### src/rtl/mc_tx_pkg.sv
package mc_tx_pkg;

   typedef enum logic [1:0] {
      PAT_ONES  = 2'b00,
      PAT_ZEROS = 2'b01,
      PAT_ZO    = 2'b10,
      PAT_OZ    = 2'b11
   } pre_pat_e;

   // Preamble bit value for a given pattern and bit-index parity
   function automatic logic pre_bit(input pre_pat_e pat, input logic idx_odd);
      case (pat)
         PAT_ONES:  pre_bit = 1'b1;
         PAT_ZEROS: pre_bit = 1'b0;
         PAT_ZO:    pre_bit = idx_odd;
         default:   pre_bit = ~idx_odd;
      endcase
   endfunction

endpackage

### src/rtl/mc_tx_bitsel.sv
module mc_tx_bitsel
   import mc_tx_pkg::*;
#(
   parameter int DATA_W = 8,
   parameter int LEN_W  = 4,
   parameter int IDX_W  = 5
) (
   input  logic [LEN_W-1:0]  len,
   input  pre_pat_e          pat,
   input  logic [DATA_W-1:0] data,
   input  logic [IDX_W-1:0]  idx,
   output logic              bit_o
);

   logic              in_pre;
   logic [IDX_W-1:0]  didx;
   logic [DATA_W-1:0] hit;

   assign in_pre = idx < IDX_W'(len);
   assign didx   = idx - IDX_W'(len);

   for (genvar i = 0; i < DATA_W; i++) begin : g_dsel
      assign hit[i] = (didx == IDX_W'(i)) & data[i];
   end

   assign bit_o = in_pre ? pre_bit(pat, idx[0]) : |hit;

endmodule

### src/rtl/mc_tx_enc.sv
module mc_tx_enc (
   input  logic bit_i,
   input  logic pol,
   input  logic second_half,
   output logic level
);

   // polarity 0: zero -> low,high ; one -> high,low
   assign level = bit_i ^ pol ^ second_half;

endmodule

### src/rtl/mc_tx_seq.sv
module mc_tx_seq
   import mc_tx_pkg::*;
#(
   parameter int DATA_W = 8,
   parameter int LEN_W  = 4,
   parameter int POS_W  = 6
) (
   input  logic              clk,
   input  logic              rst_n,
   input  logic              half_tick,
   input  logic [LEN_W-1:0]  cfg_pre_len,
   input  pre_pat_e          cfg_pre_pat,
   input  logic              cfg_pol,
   input  logic [DATA_W-1:0] in_data,
   input  logic              in_valid,
   input  logic              cur_lvl,
   input  logic              first_lvl,
   output logic              in_ready,
   output logic              active,
   output logic [POS_W-1:0]  pos,
   output logic [LEN_W-1:0]  len_q,
   output pre_pat_e          pat_q,
   output logic              pol_q,
   output logic [DATA_W-1:0] data_q,
   output logic              line_q
);

   logic [POS_W-1:0] total2;
   logic             last;
   logic             accept;

   assign total2   = (POS_W'(len_q) << 1) + POS_W'(2 * DATA_W);
   assign last     = active && (pos == total2);
   assign in_ready = !active || last;
   assign accept   = in_valid && in_ready;

   always_ff @(posedge clk) begin
      if (!rst_n) begin
         active <= 1'b0;
         pos    <= '0;
         len_q  <= '0;
         pat_q  <= PAT_ONES;
         pol_q  <= 1'b0;
         data_q <= '0;
         line_q <= 1'b0;
      end else if (accept) begin
         active <= 1'b1;
         len_q  <= cfg_pre_len;
         pat_q  <= cfg_pre_pat;
         pol_q  <= cfg_pol;
         data_q <= in_data;
         if (half_tick && active) begin
            line_q <= first_lvl;
            pos    <= POS_W'(1);
         end else begin
            pos    <= '0;
         end
      end else if (active && half_tick) begin
         if (last) begin
            active <= 1'b0;
            line_q <= 1'b0;
            pos    <= '0;
         end else begin
            line_q <= cur_lvl;
            pos    <= pos + POS_W'(1);
         end
      end
   end

endmodule

### src/rtl/mc_line_tx.sv
module mc_line_tx
   import mc_tx_pkg::*;
#(
   parameter int DATA_W = 8,
   parameter int LEN_W  = 4
) (
   input  logic              clk,
   input  logic              rst_n,
   input  logic              half_tick,
   input  logic [LEN_W-1:0]  cfg_pre_len,
   input  logic [1:0]        cfg_pre_pat,
   input  logic              cfg_pol,
   input  logic [DATA_W-1:0] in_data,
   input  logic              in_valid,
   output logic              in_ready,
   output logic              line_out,
   output logic              busy
);

   localparam int MAX_PRE  = (1 << LEN_W) - 1;
   localparam int MAX_BITS = MAX_PRE + DATA_W;
   localparam int POS_W    = $clog2(2 * MAX_BITS + 1);
   localparam int IDX_W    = POS_W - 1;

   if (DATA_W < 1) begin : g_bad_data
      $error("mc_line_tx: DATA_W must be at least 1");
   end
   if (LEN_W < 1 || LEN_W > 8) begin : g_bad_len
      $error("mc_line_tx: LEN_W must be 1..8");
   end

   logic              active;
   logic [POS_W-1:0]  pos;
   logic [LEN_W-1:0]  len_q;
   pre_pat_e          pat_q;
   logic              pol_q;
   logic [DATA_W-1:0] data_q;
   logic              cur_bit, first_bit;
   logic              cur_lvl, first_lvl;

   mc_tx_seq #(.DATA_W(DATA_W), .LEN_W(LEN_W), .POS_W(POS_W)) u_seq (
      .clk        (clk),
      .rst_n      (rst_n),
      .half_tick  (half_tick),
      .cfg_pre_len(cfg_pre_len),
      .cfg_pre_pat(pre_pat_e'(cfg_pre_pat)),
      .cfg_pol    (cfg_pol),
      .in_data    (in_data),
      .in_valid   (in_valid),
      .cur_lvl    (cur_lvl),
      .first_lvl  (first_lvl),
      .in_ready   (in_ready),
      .active     (active),
      .pos        (pos),
      .len_q      (len_q),
      .pat_q      (pat_q),
      .pol_q      (pol_q),
      .data_q     (data_q),
      .line_q     (line_out)
   );

   // bit for the half period about to be sent in the current frame
   mc_tx_bitsel #(.DATA_W(DATA_W), .LEN_W(LEN_W), .IDX_W(IDX_W)) u_sel_cur (
      .len  (len_q),
      .pat  (pat_q),
      .data (data_q),
      .idx  (pos[POS_W-1:1]),
      .bit_o(cur_bit)
   );

   // first bit of a frame being accepted now (gapless hand-off)
   mc_tx_bitsel #(.DATA_W(DATA_W), .LEN_W(LEN_W), .IDX_W(IDX_W)) u_sel_first (
      .len  (cfg_pre_len),
      .pat  (pre_pat_e'(cfg_pre_pat)),
      .data (in_data),
      .idx  ('0),
      .bit_o(first_bit)
   );

   mc_tx_enc u_enc_cur (
      .bit_i      (cur_bit),
      .pol        (pol_q),
      .second_half(pos[0]),
      .level      (cur_lvl)
   );

   mc_tx_enc u_enc_first (
      .bit_i      (first_bit),
      .pol        (cfg_pol),
      .second_half(1'b0),
      .level      (first_lvl)
   );

   assign busy = active;

endmodule

### config.mk
export PLATFORM = sky130hd
export DESIGN_NAME = mc_line_tx
export DESIGN_NICKNAME = d
export VERILOG_FILES = /design/src/rtl/mc_tx_pkg.sv /design/src/rtl/mc_tx_bitsel.sv /design/src/rtl/mc_tx_enc.sv /design/src/rtl/mc_tx_seq.sv /design/src/rtl/mc_line_tx.sv
export SDC_FILE = /design/constraint.sdc
export NUM_CORES = 1
export LEC_CHECK = 0
export ABC_AREA = 0
export CAP_MARGIN = 30
export CORE_MARGIN = 5
export CORE_UTILIZATION = 35
export DETAILED_ROUTE_END_ITERATION = 16
export DONT_BUFFER_PORTS = 1
export PLACE_DENSITY = 0.49
export SYNTH_ARGS = -nofsm -noshare
export SYNTH_HDL_FRONTEND = slang
export SYNTH_HIERARCHICAL = 1
export SYNTH_SLANG_ARGS = --single-unit
### constraint.sdc
create_clock -name clk -period 4.4 [get_ports clk]
set_input_delay 0.88 -clock clk [delete_from_list [all_inputs] [get_ports clk]]
set_output_delay 0.88 -clock clk [all_outputs]
set_load 0.02 [all_outputs]
==> impl_metrics.toml <==
[synth]
synth_area_um2 = 1630
synth.most_common_cell = "dfxtp_1"
ys_seq_area_share_pct = 28.3
synth_top_flop_cell = "dfxtp_1"
post_synth.cell_area_avg_um2 = 9.51
synth.yosys.warnings = 6
yosysUniqueCellTypes = 40
async_flop_share_pct = 0
synth_top_area_cell = "dfxtp_1"
synth_edf_count = 0
ys_seq_elements = 23
synthCells = 171
synth_commonest_cells = "dfxtp_1 (23), nor2b_1 (21), mux2i_1 (17)"
synth_area_leaders = "dfxtp_1 (28%), mux2i_1 (10%), nor2b_1 (8.1%), ha_1 (6.9%), mux4_1 (6.5%)"
synth_top_area_share_pct = 28.3

[cts]
ctsResizeCount = 0
htreeDepth = 1
cts_tree = "done"
insertion_delay_ns = 0.27
clock-sinks = 23
clockBufferDepth = 2
cts_root_buf = "clkbuf_8"
holdBufCountCts = 0
path_clk_slew_ns = 0.09
postCtsSetupBuffers = 0
cts_made_buffers = 3

[sta]
period_share_pct = 71.5
setup_violations = 0
finClkSkew_ns = 0.00221
grt_setup_unrepaired = "no"
fin_tns_setup_ns = 0
hold_viol = 0
clock.fmax_mhz = 318
post-route-min-period_ns = 3.15
slew_violations = 0

[final_layout]
diodes = 0
final_area_um2 = 1730
area_delta_synth_final_pct = 6.38
final_nets = 208
fillers = 455
drive_gt1_share_pct = 3.95

[detailed_routing]
dr.pass1.iters = 4
drt-initial-drc-count = 60
drcViolationCount = 0
vias_per_cell = 5.19
postRouteAntennaNets = 0
vias = 1189
post_drt_wl_per_cell_um = 15.0
drt_wl_total_um = 3430

[floorplanning]
die-area_um2 = 6110
io_pins = 22
start_util_pct = 36.6
die_h_um = 78.2
core_area_um2 = 4440
fp.dieW_um = 78.2
row_count = 24

[grt]
grt_pass1_wl_um = 5760
antenna_found_initial = 0
grt_max_degree = 26
grt_pass1_vias = 1219
grt_usage_pct = 11.6
gr-total-overflow = 0

[flow_run]
cap_violations = 0

[pwr]
p_sw_mw = 0.130
leakagePower_nw = 0.711
peakVddDrop_mv = 0.142
p_per_area_nw_per_um2 = 271
p_int_mw = 0.339
p_seq_share_pct = 48.7
pwr-share-clk_pct = 29.0
combPwrFrac_pct = 22.3
switching_share_pct = 27.7

[critical_path]
required_ns = 4.56
path_max_fanout = 2
cpPeakStageDelay_ns = 0.53
startpoint_type = "primary input"
critPathKind = "in -> reg"
crit_arrival_ns = 3.31
cpMaxStageDelayCell = "fa_1"
cp_cell_sequence = "ha_1 > fa_1 > mux4_1 > mux2i_1 > nor4b_1 > or3_1 > xor3_1 > a221oi_1 > nor2_1"
endpoint_kind = "flip-flop"

[placement]
dp_hpwl_um = 2680
placed_cell_area_um2 = 1680
gp_congestion = 0.754
io_buffers = 0

[status]
status = "finished, final reports clean"

[hold_path]
hold_path_class = "reg -> reg"
==> worst max-delay path: cells and delay by family <==
family / cells / cell delay (ns)
mux: 2 / 0.50
compound gates: 1 / 0.27
fa+ha+maj: 2 / 0.74
simple gates: 3 / 0.55
xor+xnor: 1 / 0.36
==> final timing paths <==
| kind | startpoint | end | slack [ns] | depth (start not counted) |
|---|---|---|---|---|
| max | cfg_pre_len[0] | u_seq/line_q | 1.25 | 9 |
| min | u_seq/data_q[4] | u_seq/data_q[4] | 0.52 | 2 |
| max reg2reg | u_seq/pos[1] | u_seq/line_q | 1.31 | 10 |
| min reg2reg | u_seq/data_q[4] | u_seq/data_q[4] | 0.52 | 2 |
==> layout by cell type, fill, tap and decap left out, types with 2 or more instances in the layout <==
master      n
a2111oi_0   2
a21oi_1     5
and3_1      2
clkbuf_8    3
conb_1      8
dfxtp_1    23
fa_1        2
ha_1        9
inv_1      12
mux2i_1    17
mux4_1      4
nand2_1     9
nand2b_1    5
nand3_1     5
nor2_1      9
nor2b_1    21
nor3b_1     2
nor4_1      2
nor4b_1     3
o21ai_0     5
or3_1       2
xnor2_1     6
xor2_1      3
xor3_1      2
==> power by group through the flow <==
stage / Combinational [mW] / Sequential (mW) / Clock, mW
2_1_floorplan: 0.0934 / 0.230 / 0
3_3_place_gp: 0.101 / 0.233 / 0
3_5_place_dp: 0.104 / 0.233 / 0
4_1_cts: 0.104 / 0.228 / 0.140
5_1_grt: 0.115 / 0.230 / 0.149
6_report: 0.104 / 0.228 / 0.136
==> state kept, by name (all words and copies together), names as in the netlist <==
| signal | flops |
|---|---|
| u_seq/pos | 6 |
| u_seq/pol_q | 1 |
| u_seq/active | 1 |
| u_seq/line_q | 1 |
| u_seq/data_q | 8 |
| u_seq/len_q | 4 |
| u_seq/pat_q | 2 |
==> metal layers <==
layer,GRT usage (%),part of all wire [%],vias to the layer above
met5,0,0,-
met4,2.62,0.61,0
met3,3.78,6.1,4
met2,21.6,50,25
met1,12.9,43,555
li1,-,-,605
==> logic make-up (layout without fill, tap and decap cells) <==
logic type	count (synthesis)	in the layout	synth area share, %
simple gates	66	66	23.2
flops	23	23	28.3
compound gates	21	21	9.39
mux	21	21	16.9
buf+inv	17	16	4.85
fa+ha+maj	11	11	9.38
xor+xnor	11	11	7.77
other cells	1	8	0.231
==> layout make-up <==
cell class	count	area [µm²]	area share, %
clock buffer	3	41.3	2.39
clock inverter	1	5.00	0.289
inverter	12	45.0	2.60
multi-input combinational	138	1110	64.4
sequential	23	460	26.6
tap	52	65.1	3.76
==> through the flow <==
stage	power, mW	worst slack (ns)	utilization (%)	hold slack (ns)	instances
floorplan	0.324	1.15	-	0.474	178
global placement	0.334	1.05	37.9	0.490	225
detailed placement	0.337	0.954	37.9	0.506	225
CTS	0.473	1.23	38.9	0.531	229
global route	0.493	1.13	38.9	0.555	229
finish	0.468	1.25	38.9	0.522	229
Note: power is estimated with default switching activity, not from simulation.
